<file path="src/rtl/vmul_pkg.sv">
package vmul_pkg;
  function automatic bit is_pow2(input int unsigned v);
    return (v >= 2) && ((v & (v - 1)) == 0);
  endfunction
endpackage

</file>
<file path="src/rtl/vmul_leaf2.sv">
module vmul_leaf2 (
  input  logic [1:0] a_i,
  input  logic [1:0] b_i,
  output logic [3:0] p_o
);
  logic v_lo, v_hi, x_0, x_1, x_c;

  always_comb begin
    v_lo = a_i[0] & b_i[0];           // step one: vertical low
    x_0  = a_i[1] & b_i[0];           // step two: crosswise pair
    x_1  = a_i[0] & b_i[1];
    x_c  = x_0 & x_1;                 // carry out of step two
    v_hi = a_i[1] & b_i[1];           // step three: vertical high + carry
    p_o  = {v_hi & x_c, v_hi ^ x_c, x_0 ^ x_1, v_lo};
  end
endmodule

</file>
<file path="src/rtl/vmul_merge.sv">
module vmul_merge #(
  parameter int unsigned W = 4
) (
  input  logic [W-1:0]   ll_i,
  input  logic [W-1:0]   lh_i,
  input  logic [W-1:0]   hl_i,
  input  logic [W-1:0]   hh_i,
  output logic [2*W-1:0] p_o
);
  localparam int unsigned H  = W / 2;
  localparam int unsigned PW = 2 * W;

  logic [W:0]    mid;
  logic [PW-1:0] mid_ext;

  always_comb begin
    mid     = {1'b0, lh_i} + {1'b0, hl_i};
    mid_ext = PW'(mid) << H;
    p_o     = {hh_i, ll_i} + mid_ext;
  end
endmodule

</file>
<file path="src/rtl/vmul_node.sv">
module vmul_node #(
  parameter int unsigned W = 16
) (
  input  logic [W-1:0]   a_i,
  input  logic [W-1:0]   b_i,
  output logic [2*W-1:0] p_o
);
  localparam int unsigned H = W / 2;

  if (W == 2) begin : g_leaf
    vmul_leaf2 u_leaf (.a_i(a_i), .b_i(b_i), .p_o(p_o));
  end else begin : g_split
    logic [W-1:0] ll, lh, hl, hh;

    vmul_node #(.W(H)) u_ll (.a_i(a_i[H-1:0]), .b_i(b_i[H-1:0]), .p_o(ll));
    vmul_node #(.W(H)) u_lh (.a_i(a_i[H-1:0]), .b_i(b_i[W-1:H]), .p_o(lh));
    vmul_node #(.W(H)) u_hl (.a_i(a_i[W-1:H]), .b_i(b_i[H-1:0]), .p_o(hl));
    vmul_node #(.W(H)) u_hh (.a_i(a_i[W-1:H]), .b_i(b_i[W-1:H]), .p_o(hh));

    vmul_merge #(.W(W)) u_merge (
      .ll_i(ll), .lh_i(lh), .hl_i(hl), .hh_i(hh), .p_o(p_o)
    );
  end
endmodule

</file>
<file path="src/rtl/vedic_mult.sv">
module vedic_mult #(
  parameter int unsigned WIDTH   = 16,
  parameter bit          REG_OUT = 1'b1
) (
  input  logic               clk_i,
  input  logic               rst_ni,
  input  logic [WIDTH-1:0]   a_i,
  input  logic [WIDTH-1:0]   b_i,
  output logic [2*WIDTH-1:0] prod_o
);
  localparam int unsigned PW = 2 * WIDTH;

  if (!vmul_pkg::is_pow2(WIDTH)) begin : g_bad_width
    $error("vedic_mult: WIDTH must be a power of two >= 2");
  end

  logic [PW-1:0] prod_c;

  vmul_node #(.W(WIDTH)) u_root (.a_i(a_i), .b_i(b_i), .p_o(prod_c));

  if (REG_OUT) begin : g_reg
    logic [PW-1:0] prod_q;
    always_ff @(posedge clk_i or negedge rst_ni) begin
      if (!rst_ni) prod_q <= '0;
      else         prod_q <= prod_c;
    end
    assign prod_o = prod_q;
  end else begin : g_comb
    assign prod_o = prod_c;
  end
endmodule

</file>
<file path="config.mk">
export PLATFORM = sky130hd
export DESIGN_NAME = vedic_mult
export DESIGN_NICKNAME = d
export VERILOG_FILES = /design/src/rtl/vmul_pkg.sv /design/src/rtl/vmul_leaf2.sv /design/src/rtl/vmul_merge.sv /design/src/rtl/vmul_node.sv /design/src/rtl/vedic_mult.sv
export SDC_FILE = /design/constraint.sdc
export NUM_CORES = 1
export LEC_CHECK = 0
export BUFFER_PORTS_ARGS = -buffer_cell sky130_fd_sc_hd__buf_2
export CORE_MARGIN = 5
export CORE_UTILIZATION = 29
export DETAILED_ROUTE_END_ITERATION = 6
export SETUP_SLACK_MARGIN = 0.3
export SYNTH_ARGS = -nofsm -noshare
export SYNTH_HDL_FRONTEND = slang
export SYNTH_SLANG_ARGS = --single-unit
</file>
<file path="constraint.sdc">
create_clock -name clk_i -period 0.8 [get_ports clk_i]
set_input_delay 0.12 -clock clk_i [delete_from_list [all_inputs] [get_ports clk_i]]
set_output_delay 0.12 -clock clk_i [all_outputs]
set_load 0.01 [all_outputs]
</file>
==> results of run 1 <==
-- worst max-delay path: cells and delay by family --
| family | cells | cell delay (ns) |
|---|---|---|
| fa+ha+maj | 7 | 2.27 |
| compound gates | 7 | 1.53 |
| simple gates | 6 | 1.52 |
| xor+xnor | 4 | 0.56 |
| buf+inv | 5 | 0.44 |
-- placed cells by master, fill, tap and decap left out, types with 6 or more instances in the layout --
cell	n
buf_12	8
nor2b_1	11
o21a_1	10
nand2_1	18
o21bai_1	28
and2_4	29
buf_4	287
a21o_1	99
and2_1	229
o21ai_0	17
a21oi_4	9
fa_1	25
fa_2	17
buf_8	7
xor2_2	6
dfrtp_1	32
ha_1	306
ha_2	6
nand2b_1	11
xor2_1	35
inv_1	111
a21oi_2	52
buf_2	27
inv_2	25
nor2_1	17
ha_4	61
buf_6	63
xnor2_2	27
xnor2_1	122
o21ai_1	7
a21oi_1	74
o21ai_2	14
-- logic make-up after synthesis --
family,count (synthesis),share of synthesized area (%)
AND/OR/NAND/NOR,367,16.7
flip-flops,32,6.13
XOR/XNOR,193,12.9
multiplexers,1,0.0766
adder cells (fa/ha/maj),415,42.2
AO/OA/AOI/OAI,351,17.1
buffers and inverters,169,4.86
-- cell type report --
class	instances	area share, %
inverters	136	2.71
diodes	1	0.0133
clock buffers	6	0.684
flip-flops and latches	32	4.25
multi-input cells	1327	71.1
well taps	592	3.93
clock inverters	1	0.0265
repair buffers	392	17.3
-- final timing paths --
path	startpoint	endpoint	slack (ns)	cells after the start
setup / recovery	b_i[5]	prod_o[31]$_DFF_PN0_	-5.48	29
hold / removal	rst_ni	prod_o[1]$_DFF_PN0_	-0.23	2
min in group clk_i	a_i[0]	prod_o[0]$_DFF_PN0_	0.31	4
max in group asynchronous	rst_ni	prod_o[31]$_DFF_PN0_	0.80	2
-- routing by layer --
metal  routed length (µm)  vias to the layer above  GRT usage, %  share of wire [%]
met5                    0                        -             0                  0
met4                  669                        0          2.33                1.8
met3                 1060                       28          2.35                2.9
met2                18000                      114          24.4                 49
met1                17000                     5526          18.7                 46
li1                     -                     6006             -                  -
-- through the flow --
| stage | utilization, % | setup WS, ns | std cells | area (µm²) | TNS (ns) |
|---|---|---|---|---|---|
| finish | 42.4 | -5.48 | 2487 | 18900 | -122.23 |
| global route | 42.4 | -5.72 | 2487 | 18900 | -128.71 |
| CTS | 39.5 | -5.45 | 2455 | 17500 | -120.00 |
| detailed placement | 37.5 | -5.85 | 2429 | 16700 | -129.70 |
| global placement | 37.5 | -5.73 | 2429 | 16700 | -128.71 |
| floorplan | - | -5.37 | 1528 | 13700 | -107.15 |
-- repair_timing --
action	in CTS	in global routing
buffers inserted	19	31
setup endpoints to repair	64	64
pin swaps	51	161
gates resized for setup	132	208
hold endpoints to repair	32	32
==> metrics, run 1 <==
status=finished with violations; failing checks=hold timing, setup timing; critical path class=in2reg; Largest register FFs=32; routed wire length=36.7 mm; WL per Instance=14.8 µm; die area=49,400 µm²; Seq cells post-synth=32; crit path time final=6.28 ns; async set-reset flop share out of synthesis=100%; RSZ-0062 raised after global routing=yes; sequential cell area fraction in the yosys report=6.13%; Clock Path Buffers=2; GP Congestion=0.857; Fmax=0.159 GHz; Reg clk slew, reported paths=0.06 ns; initial antenna violation count=2; via count=11,674; Die X=222 µm; htree depth=2; Worst EP arrival=6.44 ns; CP peak stage delay=0.52 ns; startpoint type of the worst setup path=primary input; Global Route Usage Sum=14.0%; Row Count=77; commonest cells in the netlist=ha_1 (373), and2_1 (258), xnor2_1 (151); share of layout cells above drive strength 1=36.2%; Num CTS Buffers=5; die height=222 µm; Filler cells=4,237; clock sinks=32; Vias/cell=4.69; CP max stage cell=fa_2; post-route ant nets=0; most common cell in the netlist=ha_1; 1st-iter DRT viols=323; DRC viols=0; largest net degree at the start of global routing=33; Mapped Area=13,100 µm²; Worst Hold Class=in2async; first-pass GRT wire length=58.2 mm; Register Area=801 µm²; I/O pins=66; Starting Density=29.4%; Synth Warn #=0; Setup Viol. Count Final=63; detailed placement HPWL=30.2 mm; count of input and output buffers=65; vias in the first global route=11,913; Root Buffer=clkbuf_16; worst slew pin tran=0.514 ns; area leader, netlist=ha_1; final setup margin=-5.48 ns; Req. time, crit path=0.96 ns; Syn Inst Count=1,528; Core Area=44,400 µm²; syn_nets=1,977; EDFF count, synth=0; Max Cap Viol=0; Primary FF master, synth=dfrtp_1; Layout area overhead=44.3%; Slew headroom=65.5%; Critical Path End Type=flip-flop; Fin. Hold Viols=32; synth unique cells=51; total gr overflow=0; top cells by area, synth=ha_1 (36%), and2_1 (12%), xnor2_1 (10%), fa_1 (6.4%), dfrtp_1 (6.1%); CTS tree=built; Final period util=785%; nets=2,343; 1st-pass router iterations=4; max-slew violation count=0; syn_area_per_cell=8.55 µm²; WHS=-0.234 ns; multi-input logic area=13,400 µm²; Synth top area share=35.7%; Crit Path Max Fanout=5
Power of run 1 is not shown: default switching activity piles up to over one toggle a cycle in this logic, so the estimate is an artifact.
==> inputs of run 2 (changes only) <==
--- a/config.mk
+++ b/config.mk
@@ -5,6 +5,7 @@
 export SDC_FILE = /design/constraint.sdc
 export NUM_CORES = 1
 export LEC_CHECK = 0
+export ABC_AREA = 1
 export BUFFER_PORTS_ARGS = -buffer_cell sky130_fd_sc_hd__buf_2
 export CORE_MARGIN = 5
 export CORE_UTILIZATION = 29
==> metrics, run 2 <==
Critical Path End Type=flip-flop; post-route ant nets=0; Fin. Hold Viols=32; share of layout cells above drive strength 1=32.8%; Die X=231 µm; most common cell in the netlist=nand2_1; Core Area=48,600 µm²; Synth top area share=32.9%; RSZ-0062 raised after global routing=yes; Row Count=81; initial antenna violation count=2; Mapped Area=14,200 µm²; total gr overflow=0; Final period util=739%; die height=231 µm; Clock Path Buffers=2; Global Route Usage Sum=15.3%; htree depth=2; Starting Density=29.2%; CP peak stage delay=0.35 ns; status=finished with violations; commonest cells in the netlist=nand2_1 (526), inv_1 (511), ha_1 (373); startpoint type of the worst setup path=primary input; Num CTS Buffers=5; syn_nets=2,582; CP max stage cell=ha_1; WL per Instance=13.2 µm; nets=2,967; sequential cell area fraction in the yosys report=5.64%; routed wire length=41.4 mm; max-slew violation count=0; Reg clk slew, reported paths=0.06 ns; detailed placement HPWL=34.7 mm; die area=53,500 µm²; Layout area overhead=45.9%; clock sinks=32; Fmax=0.169 GHz; area leader, netlist=ha_1; Setup Viol. Count Final=63; 1st-pass router iterations=5; largest net degree at the start of global routing=33; count of input and output buffers=65; GP Congestion=0.886; final setup margin=-5.12 ns; critical path class=in2reg; WHS=-0.223 ns; failing checks=hold timing, setup timing; highest-count cells in the layout ignoring fill and taps=nand2_1 (476), inv_1 (452), buf_4 (337); Req. time, crit path=0.98 ns; first-pass GRT wire length=68.6 mm; Worst EP arrival=6.10 ns; CTS tree=built; Root Buffer=clkbuf_16; Max Cap Viol=0; DRC viols=0; Vias/cell=4.53; most common cell after layout, fill and taps aside=nand2_1; most frequent CP cell=nand2_1; Slew headroom=61.5%; fin cells=3,142; top cells by area, synth=ha_1 (33%), nand2_1 (14%), inv_1 (14%), xor2_1 (7.5%), fa_1 (5.9%); Crit Path Max Fanout=6; I/O pins=66; Largest register FFs=32; Syn Inst Count=2,133; Synth Warn #=0; 1st-iter DRT viols=517; synth unique cells=36; syn_area_per_cell=6.66 µm²; Primary FF master, synth=dfrtp_1; post-placement cell count=3,088; Worst Hold Class=in2async; async set-reset flop share out of synthesis=100%; EDFF count, synth=0; Seq cells post-synth=32; crit path time final=5.92 ns; via count=14,243; worst slew pin tran=0.573 ns; vias in the first global route=14,674
-- run 2: cell types whose count changed after synthesis, moves of 79 or more --
cell,before,now
nand2_1,21,526
inv_1,136,511
and2_1,258,0
nand3_1,5,100
xnor2_1,151,57
a21o_1,99,6
xor2_1,42,121
-- run 2: repair_timing --
action                                 4_1_cts  5_1_grt
pin swaps                                  145      134
endpoints found under the hold margin       32       32
resized for setup                          211      166
setup buffers                               24       21
setup endpoints to repair                   64       64
-- run 2: metal layers --
layer  part of all wire [%]  track usage, %
met4                    3.9            4.31
met1                     44            18.5
met2                     49            28.2
met3                    3.0            2.09
met5                  0.027               0
-- run 2: logic make-up after synthesis --
kind of cell,synth area share [%]
buffers and inverters,15.3
flip-flops,5.64
AO/OA/AOI/OAI,8.79
XOR/XNOR,11.1
AND/OR/NAND/NOR,20.4
adder cells (fa/ha/maj),38.8
-- run 2: how the worst max path moves through the flow --
stage | slack [ns] | cells past startpoint | endpoint | startpoint
finish | -5.12 | 43 | prod_o[29]$_DFF_PN0_ | a_i[3]
detailed placement | -5.48 | 42 | prod_o[29]$_DFF_PN0_ | a_i[6]
floorplan | -4.99 | 44 | prod_o[29]$_DFF_PN0_ | b_i[2]
global route | -5.42 | 42 | prod_o[28]$_DFF_PN0_ | a_i[11]
global placement | -5.30 | 44 | prod_o[29]$_DFF_PN0_ | b_i[4]
CTS | -5.05 | 42 | prod_o[29]$_DFF_PN0_ | a_i[4]
-- run 2: final cells by class --
cell class                      instances  area, µm²
Timing Repair Buffer                  442       3620
Clock buffer                            6        139
Multi-Input combinational cell       1522      13400
Tap cell                              622        778
Clock inverter                          2       15.0
Sequential cell                        32        801
Inverter                              515       1940
Fill cell                            4791      27900
Antenna cell                            1       2.50
-- run 2: worst max-delay path, delay by kind of cell --
family	cells	cell delay, ns
buffers and inverters	6	0.52
and+or+nand+nor	15	1.26
adders and majority gates	8	2.11
AOI/OAI and AO/OA	9	1.23
xor gates and xnor gates	5	0.87
-- run 2: stage by stage --
step	setup WS [ns]	area (µm²)	setup TNS, ns	util, %	hold slack [ns]
after floorplan	-4.99	15500	-108.66	-	-0.176
after global placement	-5.30	18600	-129.04	38.2	0.0878
after detailed placement	-5.48	18600	-131.37	38.2	0.0968
after CTS	-5.05	19800	-120.66	40.7	-0.220
after global routing	-5.42	20700	-131.91	42.6	-0.207
final	-5.12	20700	-123.84	42.6	-0.223
Power of run 2 is left out for the same reason.
==> inputs of run 3 (changes only) <==
--- a/config.mk
+++ b/config.mk
@@ -6,10 +6,10 @@
 export NUM_CORES = 1
 export LEC_CHECK = 0
 export ABC_AREA = 1
-export BUFFER_PORTS_ARGS = -buffer_cell sky130_fd_sc_hd__buf_2
 export CORE_MARGIN = 5
-export CORE_UTILIZATION = 29
+export CORE_UTILIZATION = 44
 export DETAILED_ROUTE_END_ITERATION = 6
+export DONT_BUFFER_PORTS = 1
 export SETUP_SLACK_MARGIN = 0.3
 export SYNTH_ARGS = -nofsm -noshare
 export SYNTH_HDL_FRONTEND = slang
==> metrics, run 3 (synthesis gave the netlist of run 2 again) <==
status=finished with violations; failing checks=hold timing, setup timing; max-slew violation count=0; Setup Viol. Count Final=56; Critical Path End Type=flip-flop; Antenna Cells=0; via count=13,750; fin cells=2,796; Max Cap Viol=0; htree depth=2; Row Count=65; Worst Hold Class=in2async; RSZ-0062 raised after global routing=yes; Final Util=62.5%; Vias/cell=4.92; Slew headroom=66.2%; detailed placement HPWL=32.2 mm; Crit Path Max Fanout=16; fin area=19,800 µm²; startpoint type of the worst setup path=primary input; Fin. Hold Viols=33; count of input and output buffers=0; 1st-iter DRT viols=393; total gr overflow=0; final setup margin=-4.90 ns; Clock Path Buffers=2; Final period util=712%; I/O pins=66; clock sinks=32; Worst EP arrival=5.87 ns; Num CTS Buffers=5; GP Congestion=0.865; DRC viols=0; 1st-pass router iterations=5; Req. time, crit path=0.97 ns; Largest register FFs=32; die height=190 µm; first-pass GRT wire length=64.6 mm; Placement Cell Area=17,500 µm²; WHS=-0.478 ns; crit path from=b_i[14]; most common cell after layout, fill and taps aside=nand2_1; initial antenna violation count=0; CP peak stage delay=0.36 ns; worst slew pin tran=0.504 ns; Global Route Usage Sum=21.7%; largest net degree at the start of global routing=33; post-route ant nets=0; Fmax=0.175 GHz; routed wire length=39.9 mm; Root Buffer=clkbuf_16; Worst Setup EP=prod_o[31]$_DFF_PN0_; share of layout cells above drive strength 1=31.0%; die area=36,000 µm²; Layout area overhead=39.6%; most frequent CP cell=nand2_1; nets=2,842; Reg clk slew, reported paths=0.07 ns; Die X=190 µm; post-placement cell count=2,750; highest-count cells in the layout ignoring fill and taps=nand2_1 (468), inv_1 (433), ha_1 (281); CP max stage cell=ha_1; critical path class=in2reg; crit path time final=5.70 ns; WL per Instance=14.3 µm; vias in the first global route=13,707; Starting Density=44.8%; CTS tree=built; Core Area=31,700 µm²
run 3: cell type report:
type                            count  area, µm²
Multi-Input combinational cell   1522      13800
Fill cell                        2733      11900
Timing Repair Buffer              317       2530
Inverter                          515       1980
Sequential cell                    32        801
Tap cell                          402        503
Clock buffer                        6        129
Clock inverter                      2       35.0
run 3: how the worst min path moves through the flow:
stage | from | to | slack, ns | depth (start not counted)
detailed placement | rst_ni | prod_o[22]$_DFF_PN0_ | -0.17 | 0
global placement | rst_ni | prod_o[22]$_DFF_PN0_ | -0.17 | 0
finish | rst_ni | prod_o[13]$_DFF_PN0_ | -0.48 | 0
floorplan | rst_ni | prod_o[0]$_DFF_PN0_ | -0.18 | 0
global route | rst_ni | prod_o[29]$_DFF_PN0_ | -0.49 | 0
CTS | rst_ni | prod_o[13]$_DFF_PN0_ | -0.48 | 0
run 3: critical path: cells and delay by family:
kind            cells  cell delay, ns
buf+inv             6            0.34
fa+ha+maj           8            2.21
compound gates      7            0.99
xor+xnor            4            0.69
simple gates       16            1.51
run 3: per-layer routing:
metal / up-vias / GRT usage (%) / routed length [µm]
li1: 7155 / - / -
met1: 6303 / 25.0 / 16500
met2: 218 / 41.7 / 20800
met3: 74 / 2.35 / 1180
met4: 0 / 6.65 / 1460
met5: - / 0 / 0
run 3: per-stage QoR:
step                      TNS, ns  worst slack (ns)  hold slack (ns)
after detailed placement  -119.87             -5.26           -0.174
after global routing      -115.68             -5.28           -0.489
after CTS                 -107.08             -4.89           -0.485
final                     -108.44             -4.90           -0.478
after global placement    -117.09             -5.06           -0.174
after floorplan           -108.66             -4.99           -0.176
run 3: timing repair:
action	4_1_cts	5_1_grt
setup buffers	14	24
setup endpoints to repair	62	62
endpoints found under the hold margin	33	33
pin swaps	122	125
resized for setup	211	166
Power of run 3 is left out for the same reason.
